$ cat config.mk
export PLATFORM = sky130hd
export DESIGN_NAME = ex_alu
export DESIGN_NICKNAME = d
export VERILOG_FILES = /design/src/rtl/ex_alu_pkg.sv /design/src/rtl/ex_alu_decode.sv /design/src/rtl/ex_alu_arith.sv /design/src/rtl/ex_alu_logic.sv /design/src/rtl/ex_alu_shift.sv /design/src/rtl/ex_alu.sv
export SDC_FILE = /design/constraint.sdc
export NUM_CORES = 1
export LEC_CHECK = 0
export ABC_AREA = 1
export BUFFER_PORTS_ARGS = -buffer_cell sky130_fd_sc_hd__buf_2
export CAP_MARGIN = 20
export CORE_MARGIN = 2
export CORE_UTILIZATION = 54
export CTS_CLUSTER_SIZE = 16
export DETAILED_ROUTE_END_ITERATION = 16
export PLACE_DENSITY = 0.73
export REMOVE_ABC_BUFFERS = 1
export SKIP_LAST_GASP = 1
export SYNTH_ARGS = -nofsm -noshare
export SYNTH_HDL_FRONTEND = slang
export SYNTH_HIERARCHICAL = 1
export SYNTH_SLANG_ARGS = --single-unit
export TNS_END_PERCENT = 20
$ cat constraint.sdc
create_clock -name clk -period 1.6 [get_ports clk]
set_input_delay 0.24 -clock clk [delete_from_list [all_inputs] [get_ports clk]]
set_output_delay 0.24 -clock clk [all_outputs]
set_load 0.005 [all_outputs]
$ cat src/rtl/ex_alu_pkg.sv
package ex_alu_pkg;

  typedef enum logic [4:0] {
    OP_ADD    = 5'd0,
    OP_ADDS   = 5'd1,
    OP_ADDL   = 5'd2,
    OP_SUB    = 5'd3,
    OP_RSUB   = 5'd4,
    OP_MOV    = 5'd5,
    OP_MOVS   = 5'd6,
    OP_ADDRL  = 5'd7,
    OP_ADDHI  = 5'd8,
    OP_AND    = 5'd9,
    OP_ANDL   = 5'd10,
    OP_OR     = 5'd11,
    OP_ORL    = 5'd12,
    OP_XOR    = 5'd13,
    OP_XORL   = 5'd14,
    OP_NOT    = 5'd15,
    OP_SLL    = 5'd16,
    OP_SLLI   = 5'd17,
    OP_SRL    = 5'd18,
    OP_SRLI   = 5'd19,
    OP_SRA    = 5'd20,
    OP_SRAI   = 5'd21
  } alu_op_e;

  typedef enum logic [2:0] {U_NONE, U_ADD, U_SUB, U_LOGIC, U_SHIFT} unit_e;
  typedef enum logic [1:0] {L_AND, L_OR, L_XOR, L_NOT} logic_fn_e;
  typedef enum logic [1:0] {S_LL, S_RL, S_RA} shift_fn_e;
  typedef enum logic [1:0] {F_KEEP, F_ALL, F_LOGIC} flag_upd_e;

  typedef struct packed {
    unit_e     unit;
    logic_fn_e lfn;
    shift_fn_e sfn;
    flag_upd_e fup;
    logic      wen;
  } ctrl_t;

  typedef struct packed {
    logic ov;
    logic cy;
    logic s;
    logic z;
  } status_t;

endpackage

$ cat src/rtl/ex_alu_decode.sv
module ex_alu_decode
  import ex_alu_pkg::*;
#(
  parameter int DATA_W  = 32,
  parameter int IDX_W   = 5,
  parameter int IMM_W   = 16,
  parameter int SHORT_W = 5
) (
  input  logic [4:0]              op,
  input  logic [DATA_W-1:0]       a,
  input  logic [DATA_W-1:0]       b,
  input  logic [IMM_W-1:0]        imm,
  input  logic [IDX_W-1:0]        idx_b,
  input  logic [IDX_W-1:0]        idx_d,
  output ctrl_t                   ctl,
  output logic [DATA_W-1:0]       x,
  output logic [DATA_W-1:0]       y,
  output logic [$clog2(DATA_W)-1:0] amt,
  output logic [IDX_W-1:0]        wb_idx
);
  localparam int SH_W = $clog2(DATA_W);

  logic [DATA_W-1:0] imm_s5, imm_s16, imm_z16, imm_hi;

  assign imm_s5  = {{(DATA_W-SHORT_W){imm[SHORT_W-1]}}, imm[SHORT_W-1:0]};
  assign imm_s16 = {{(DATA_W-IMM_W){imm[IMM_W-1]}}, imm};
  assign imm_z16 = {{(DATA_W-IMM_W){1'b0}}, imm};
  assign imm_hi  = {imm, {(DATA_W-IMM_W){1'b0}}};

  always_comb begin
    ctl    = '0;
    x      = b;
    y      = a;
    amt    = imm[SH_W-1:0];
    wb_idx = idx_b;
    case (op)
      OP_ADD:   begin ctl.unit = U_ADD; ctl.fup = F_ALL; ctl.wen = 1'b1; end
      OP_ADDS:  begin ctl.unit = U_ADD; ctl.fup = F_ALL; ctl.wen = 1'b1; y = imm_s5; end
      OP_ADDL:  begin ctl.unit = U_ADD; ctl.fup = F_ALL; ctl.wen = 1'b1;
                      x = a; y = imm_s16; wb_idx = idx_d; end
      OP_SUB:   begin ctl.unit = U_SUB; ctl.fup = F_ALL; ctl.wen = 1'b1; end
      OP_RSUB:  begin ctl.unit = U_SUB; ctl.fup = F_ALL; ctl.wen = 1'b1; x = a; y = b; end
      OP_MOV:   begin ctl.unit = U_ADD; ctl.wen = 1'b1; x = a; y = '0; end
      OP_MOVS:  begin ctl.unit = U_ADD; ctl.wen = 1'b1; x = imm_s5; y = '0; end
      OP_ADDRL: begin ctl.unit = U_ADD; ctl.wen = 1'b1; x = a; y = imm_s16; wb_idx = idx_d; end
      OP_ADDHI: begin ctl.unit = U_ADD; ctl.wen = 1'b1; x = a; y = imm_hi; wb_idx = idx_d; end
      OP_AND:   begin ctl.unit = U_LOGIC; ctl.lfn = L_AND; ctl.fup = F_LOGIC; ctl.wen = 1'b1;
                      x = a; y = b; end
      OP_ANDL:  begin ctl.unit = U_LOGIC; ctl.lfn = L_AND; ctl.fup = F_LOGIC; ctl.wen = 1'b1;
                      x = a; y = imm_z16; wb_idx = idx_d; end
      OP_OR:    begin ctl.unit = U_LOGIC; ctl.lfn = L_OR; ctl.fup = F_LOGIC; ctl.wen = 1'b1;
                      x = a; y = b; end
      OP_ORL:   begin ctl.unit = U_LOGIC; ctl.lfn = L_OR; ctl.fup = F_LOGIC; ctl.wen = 1'b1;
                      x = a; y = imm_z16; wb_idx = idx_d; end
      OP_XOR:   begin ctl.unit = U_LOGIC; ctl.lfn = L_XOR; ctl.fup = F_LOGIC; ctl.wen = 1'b1;
                      x = a; y = b; end
      OP_XORL:  begin ctl.unit = U_LOGIC; ctl.lfn = L_XOR; ctl.fup = F_LOGIC; ctl.wen = 1'b1;
                      x = a; y = imm_z16; wb_idx = idx_d; end
      OP_NOT:   begin ctl.unit = U_LOGIC; ctl.lfn = L_NOT; ctl.fup = F_LOGIC; ctl.wen = 1'b1;
                      x = a; end
      OP_SLL:   begin ctl.unit = U_SHIFT; ctl.sfn = S_LL; ctl.fup = F_ALL; ctl.wen = 1'b1;
                      amt = a[SH_W-1:0]; end
      OP_SLLI:  begin ctl.unit = U_SHIFT; ctl.sfn = S_LL; ctl.fup = F_ALL; ctl.wen = 1'b1; end
      OP_SRL:   begin ctl.unit = U_SHIFT; ctl.sfn = S_RL; ctl.fup = F_ALL; ctl.wen = 1'b1;
                      amt = a[SH_W-1:0]; end
      OP_SRLI:  begin ctl.unit = U_SHIFT; ctl.sfn = S_RL; ctl.fup = F_ALL; ctl.wen = 1'b1; end
      OP_SRA:   begin ctl.unit = U_SHIFT; ctl.sfn = S_RA; ctl.fup = F_ALL; ctl.wen = 1'b1;
                      amt = a[SH_W-1:0]; end
      OP_SRAI:  begin ctl.unit = U_SHIFT; ctl.sfn = S_RA; ctl.fup = F_ALL; ctl.wen = 1'b1; end
      default:  ctl = '0;
    endcase
  end
endmodule

$ cat src/rtl/ex_alu_arith.sv
module ex_alu_arith #(
  parameter int DATA_W = 32
) (
  input  logic              sub,
  input  logic [DATA_W-1:0] x,
  input  logic [DATA_W-1:0] y,
  output logic [DATA_W-1:0] r,
  output logic              cy,
  output logic              ov
);
  localparam int MSB = DATA_W - 1;

  logic [DATA_W-1:0] y_eff;
  logic [DATA_W:0]   sum;
  logic              same_sign;

  assign y_eff     = sub ? ~y : y;
  assign sum       = {1'b0, x} + {1'b0, y_eff} + {{DATA_W{1'b0}}, sub};
  assign r         = sum[DATA_W-1:0];
  assign cy        = sum[DATA_W] ^ sub;
  assign same_sign = (x[MSB] == y[MSB]);
  assign ov        = (sub ? !same_sign : same_sign) && (r[MSB] != x[MSB]);
endmodule

$ cat src/rtl/ex_alu_logic.sv
module ex_alu_logic
  import ex_alu_pkg::*;
#(
  parameter int DATA_W = 32
) (
  input  logic_fn_e         fn,
  input  logic [DATA_W-1:0] x,
  input  logic [DATA_W-1:0] y,
  output logic [DATA_W-1:0] r
);
  always_comb begin
    case (fn)
      L_AND:   r = x & y;
      L_OR:    r = x | y;
      L_XOR:   r = x ^ y;
      default: r = ~x;
    endcase
  end
endmodule

$ cat src/rtl/ex_alu_shift.sv
module ex_alu_shift
  import ex_alu_pkg::*;
#(
  parameter int DATA_W = 32,
  localparam int SH_W  = $clog2(DATA_W)
) (
  input  shift_fn_e         fn,
  input  logic [DATA_W-1:0] x,
  input  logic [SH_W-1:0]   amt,
  output logic [DATA_W-1:0] r,
  output logic              cy
);
  logic [DATA_W:0]        left_w, right_w;
  logic signed [DATA_W:0] arith_in, arith_w;

  assign left_w   = {1'b0, x} << amt;
  assign right_w  = {x, 1'b0} >> amt;
  assign arith_in = $signed({x, 1'b0});
  assign arith_w  = arith_in >>> amt;

  always_comb begin
    case (fn)
      S_LL:    begin r = left_w[DATA_W-1:0];  cy = left_w[DATA_W]; end
      S_RL:    begin r = right_w[DATA_W:1];   cy = right_w[0];     end
      default: begin r = arith_w[DATA_W:1];   cy = arith_w[0];     end
    endcase
  end
endmodule

$ cat src/rtl/ex_alu.sv
module ex_alu
  import ex_alu_pkg::*;
#(
  parameter int DATA_W  = 32,
  parameter int IDX_W   = 5,
  parameter int IMM_W   = 16,
  parameter int SHORT_W = 5
) (
  input  logic              clk,
  input  logic              rst_n,
  input  logic              in_valid,
  output logic              in_ready,
  input  logic [4:0]        in_op,
  input  logic [DATA_W-1:0] in_a,
  input  logic [DATA_W-1:0] in_b,
  input  logic [IMM_W-1:0]  in_imm,
  input  logic [IDX_W-1:0]  in_idx_b,
  input  logic [IDX_W-1:0]  in_idx_d,
  output logic              out_valid,
  input  logic              out_ready,
  output logic [DATA_W-1:0] out_result,
  output logic [IDX_W-1:0]  out_wb_idx,
  output logic              out_wb_en,
  output logic [3:0]        flags
);
  localparam int SH_W = $clog2(DATA_W);

  ctrl_t             ctl;
  logic [DATA_W-1:0] op_x, op_y, ar_r, lg_r, sh_r, res;
  logic [SH_W-1:0]   amt;
  logic [IDX_W-1:0]  wb_idx;
  logic              ar_cy, ar_ov, sh_cy, accept;
  status_t           st_q, st_nxt;

  logic              vld_q, wen_q;
  logic [DATA_W-1:0] res_q;
  logic [IDX_W-1:0]  idx_q;

  ex_alu_decode #(.DATA_W(DATA_W), .IDX_W(IDX_W), .IMM_W(IMM_W), .SHORT_W(SHORT_W)) u_dec (
    .op(in_op), .a(in_a), .b(in_b), .imm(in_imm), .idx_b(in_idx_b), .idx_d(in_idx_d),
    .ctl(ctl), .x(op_x), .y(op_y), .amt(amt), .wb_idx(wb_idx)
  );

  ex_alu_arith #(.DATA_W(DATA_W)) u_arith (
    .sub(ctl.unit == U_SUB), .x(op_x), .y(op_y), .r(ar_r), .cy(ar_cy), .ov(ar_ov)
  );

  ex_alu_logic #(.DATA_W(DATA_W)) u_logic (
    .fn(ctl.lfn), .x(op_x), .y(op_y), .r(lg_r)
  );

  ex_alu_shift #(.DATA_W(DATA_W)) u_shift (
    .fn(ctl.sfn), .x(op_x), .amt(amt), .r(sh_r), .cy(sh_cy)
  );

  always_comb begin
    case (ctl.unit)
      U_ADD, U_SUB: res = ar_r;
      U_LOGIC:      res = lg_r;
      U_SHIFT:      res = sh_r;
      default:      res = '0;
    endcase
  end

  always_comb begin
    st_nxt = st_q;
    case (ctl.fup)
      F_ALL: begin
        st_nxt.z  = (res == '0);
        st_nxt.s  = res[DATA_W-1];
        st_nxt.cy = (ctl.unit == U_SHIFT) ? sh_cy : ar_cy;
        st_nxt.ov = (ctl.unit == U_SHIFT) ? 1'b0 : ar_ov;
      end
      F_LOGIC: begin
        st_nxt.z  = (res == '0);
        st_nxt.s  = res[DATA_W-1];
        st_nxt.ov = 1'b0;
      end
      default: st_nxt = st_q;
    endcase
  end

  assign in_ready = !vld_q || out_ready;
  assign accept   = in_valid && in_ready;

  always_ff @(posedge clk or negedge rst_n) begin
    if (!rst_n) begin
      vld_q <= 1'b0;
      wen_q <= 1'b0;
      res_q <= '0;
      idx_q <= '0;
      st_q  <= '0;
    end else if (accept) begin
      vld_q <= 1'b1;
      wen_q <= ctl.wen;
      res_q <= res;
      idx_q <= wb_idx;
      st_q  <= st_nxt;
    end else if (out_ready) begin
      vld_q <= 1'b0;
    end
  end

  assign out_valid  = vld_q;
  assign out_result = res_q;
  assign out_wb_idx = idx_q;
  assign out_wb_en  = wen_q;
  assign flags      = st_q;
endmodule

==> out/qor.csv, run 1 <==
metric,value,unit
hpwl dp,52000,um
Synth cell types,50,
largest net degree at the start of global routing,44,
register area share after synthesis,8.63,%
GRT Residual Overflow,324,
Die Span X,156,um
Post-synth EDFFs,0,
last weighted congestion value of the routability-driven placer,1.14,
Worst End Pin Type,sequential cell input,
Cells after DPL,3178,
hold_buf cts,0,
Mapped Area,12500,um^2
top cell type's share of synthesized area,23.6,%
Synth warnings,6,
H-tree depth,2,
Clock Sinks,43,
Root Driver,clkbuf_16,
# IOs,143,
Syn Inst Count,2336,
Halt Stage,5_1_grt,
"count leader, synth",nand2_1,
async set-or-reset flop fraction in the synthesized netlist,100,%
gr usage total,86.4,%
Die Ht,156,um
num rows,55,
Seq cells post-synth,43,
Run Error,[ERROR GRT-0232] Routing congestion too high. Check the congestion heatmap in the GUI.,
status,aborted with a tool error,
GRT worst endpoint,out_result[25]$_DFFE_PN0P_/D,
initial core utilization,55.1,%
total CTS buffers,5,
most common library cells after synthesis,"nand2_1 (785), nand3_1 (461), inv_1 (199)",
top post-synthesis cells by area,"nand2_1 (24%), nand3_1 (19%), ha_1 (9.7%)",
Syn Area/Cell,5.34,um^2
Max Root-Sink Buffers,2,
"Primary FF master, synth",dfrtp_1,
cell accounting for the most synthesized area,nand2_1,
Buffers on Ports,142,
repair_timing:
| action | 4_1_cts |
|---|---|
| buffers inserted | 40 |
| hold endpoints to repair | 0 |
| gates resized for setup | 92 |
| pin swaps | 51 |
| setup endpoints to repair | 36 |
| gates cloned | 1 |
logic make-up after synthesis:
logic type               Yosys count  share of synthesized area [%]
AO/OA/AOI/OAI                    222                           9.94
AND/OR/NAND/NOR                 1572                           55.1
buffers and inverters            345                           12.5
XOR/XNOR                          56                           3.93
adder cells (fa/ha/maj)           98                           9.89
flip-flops                        43                           8.63
routing by layer:
layer / overflow / GRT usage [%]
met5: 2 / 54.5
met2: 174 / 99.4
met4: 116 / 88.3
met3: 14 / 75.8
met1: 18 / 84.3
per-stage QoR:
step                cell area (um^2)  setup slack, ns  hold slack (ns)  utilization (%)
global placement               17300            -2.39            0.340             76.4
floorplan                      11800            -6.38          -0.0556                -
CTS                            18100            -1.90           0.0321             80.1
detailed placement             17300            -2.56            0.365             76.4
==> run 2: changes to the inputs <==
CORE_UTILIZATION = 39   (was 54)
CTS_CLUSTER_SIZE = not set   (was 16)
PLACE_DENSITY = not set   (was 0.73)
PLACE_DENSITY_LB_ADDON = 0.15   (was not set)
==> out/qor.csv, run 2 <==
metric,value,unit
status,"complete, but fails checks",
violations in the final reports,setup timing,
Detailed Route Iter0 Violations,2003,
initial core utilization,39.5,%
initial antenna violation count,2,
drt first pass iters,7,
final worst-path cycle share,231,%
most frequent cells in the layout,"nand2_1 (739), buf_4 (585), nand3_1 (443)",
H-tree depth,2,
Vias,18800,
most common library cells after synthesis,"nand2_1 (785), nand3_1 (461), inv_1 (199)",
vias in the first global route,17900,
num rows,65,
Syn Inst Count,2336,
worst-path fanout max,6,
Finished Layout Cells,3391,
leakage,10.7,nW
GRT Residual Overflow,0,
Most common cell on crit path,nand2_1,
setup violators final,37,
"Area growth, synth to finish",54.6,%
Setup crit start kind,input pin,
Worst Reg2Reg Path Length in Cells,8,
hold_ws,0.0266,ns
Hold WC Path Type,input pin to asynchronous set/reset pin,
Clock Sinks,43,
Synth warnings,6,
hold_buf cts,0,
# DRC,0,
final core utilization,61.1,%
top post-synthesis cells by area,"nand2_1 (24%), nand3_1 (19%), ha_1 (9.7%)",
async set-or-reset flop fraction in the synthesized netlist,100,%
last weighted congestion value of the routability-driven placer,1.07,
Worst Setup End Kind,flip-flop,
fraction of layout instances using a drive strength above 1,34.8,%
Worst Path Buf+Inv,7,
Worst EP arrival,3.94,ns
Critical-path top delay cell,fa_2,
# IOs,143,
reg-to-reg endpoint,flags[0],
Die Ht,183,um
largest net degree at the start of global routing,44,
Slew Limit Fails,0,
top cell type's share of synthesized area,23.6,%
gr usage total,39.9,%
Post-Route Setup TNS,-67.03,ns
hpwl dp,57400,um
Syn Area/Cell,5.34,um^2
Total Nets Final,3184,
"Largest delay share family, worst path",simple AND/OR/NAND/NOR gates,
PwrDens,819,nW/um^2
crit path kind,input pin to flip-flop,
Rel. slew slack,57.4,%
worst path required time,1.84,ns
Synth cell types,50,
Die Span X,183,um
Fmax,0.270,GHz
Buffers on Ports,142,
Worst path max stage delay,0.42,ns
post-route ant nets,0,
Worst Skew,0.0145,ns
register area share after synthesis,8.63,%
final worst setup slack,-2.10,ns
Largest register FFs,32,
Core ar.,31600,um^2
"count leader, synth",nand2_1,
Root Driver,clkbuf_16,
Peak VDD IR,599,uV
max capacitance violation total,0,
WL per Instance,20.4,um
Mapped Area,12500,um^2
first-pass GRT wire length,103000,um
r2r startpoint,out_valid,
vias per inst,5.56,
cell accounting for the most synthesized area,nand2_1,
clk_lat worst skew,0.30,ns
"Clk pin slew, worst setup/hold paths",0.08,ns
die area,33400,um^2
RSZ-0062 raised after global routing,yes,
Cells after DPL,3327,
Period minus WS final,3.70,ns
Post-synth EDFFs,0,
"commonest non-fill, non-tap cell in the layout",nand2_1,
Seq cells post-synth,43,
CTS tree,built,
worst reg2reg setup slack,0.18,ns
"Primary FF master, synth",dfrtp_1,
total CTS buffers,5,
Fin. Hold Viols,0,
worst slew pin tran,0.635,ns
Max Root-Sink Buffers,2,
Detailed Route WL,69000,um
==> run 2: cell counts after synthesis <==
Identical to the previous run, type by type.
==> run 2: report_power, final <==
group          switching [W]  internal, W  total, W  leakage, nW
clock               0.000487     0.000579   0.00107       0.0669
combinational        0.00746      0.00570    0.0132         10.1
sequential          0.000168      0.00140   0.00157        0.552
total                0.00812      0.00768    0.0158         10.7
==> run 2: per-layer routing <==
| metal | GRT usage (%) | vias up | part of all wire [%] |
|---|---|---|---|
| met5 | 0 | - | 0.026 |
| met4 | 19.2 | 2 | 6.0 |
| met1 | 49.2 | 8687 | 40 |
| met3 | 6.99 | 234 | 8.9 |
| li1 | - | 8919 | - |
| met2 | 67.4 | 1004 | 45 |
==> run 2: worst max path at each step <==
| stage | slack [ns] | startpoint | endpoint | cells after the start |
|---|---|---|---|---|
| after floorplan | -6.38 | in_op[4] | flags[0] | 23 |
| after global placement | -2.83 | in_op[1] | flags[0] | 27 |
| after detailed placement | -2.84 | in_op[2] | flags[0] | 28 |
| after CTS | -1.99 | in_op[1] | flags[0] | 32 |
| after global routing | -2.35 | in_op[0] | flags[0] | 27 |
| final | -2.10 | in_op[0] | flags[0] | 27 |
==> run 2: stage by stage <==
| step | power (W) | setup WS [ns] | area, um^2 |
|---|---|---|---|
| 2_1_floorplan | 0.00674 | -6.38 | 11800 |
| 3_3_place_gp | 0.0127 | -2.83 | 17700 |
| 3_5_place_dp | 0.0128 | -2.84 | 17700 |
| 4_1_cts | 0.0147 | -1.99 | 18600 |
| 5_1_grt | 0.0168 | -2.35 | 19300 |
| 6_report | 0.0158 | -2.10 | 19300 |
==> run 2: cells by family (layout without fill, tap and decap cells) <==
| family | Yosys count | count (layout) | share of synthesized area (%) |
|---|---|---|---|
| simple gates | 1572 | 1573 | 55.1 |
| buf+inv | 345 | 996 | 12.5 |
| compound gates | 222 | 222 | 9.94 |
| fa+ha+maj | 98 | 98 | 9.89 |
| xor+xnor | 56 | 56 | 3.93 |
| flops | 43 | 43 | 8.63 |
| other cells | 0 | 1 | 0 |
==> run 2: final cells by class <==
| type | instances | area [um^2] |
|---|---|---|
| Inverter | 220 | 851 |
| Fill cell | 3114 | 12300 |
| Clock buffer | 6 | 129 |
| Timing Repair Buffer | 768 | 5870 |
| Tap cell | 402 | 503 |
| Clock inverter | 2 | 12.5 |
| Antenna cell | 1 | 2.50 |
| Sequential cell | 43 | 1080 |
| Multi-Input combinational cell | 1949 | 10800 |
==> run 2: repair_timing <==
action,CTS,global route
resized for setup,125,132
cloned,3,2
endpoints found under the setup margin,36,37
pin swaps,64,76
buffers inserted,29,23
No activity file was read; power rests on OpenSTA's default activity.
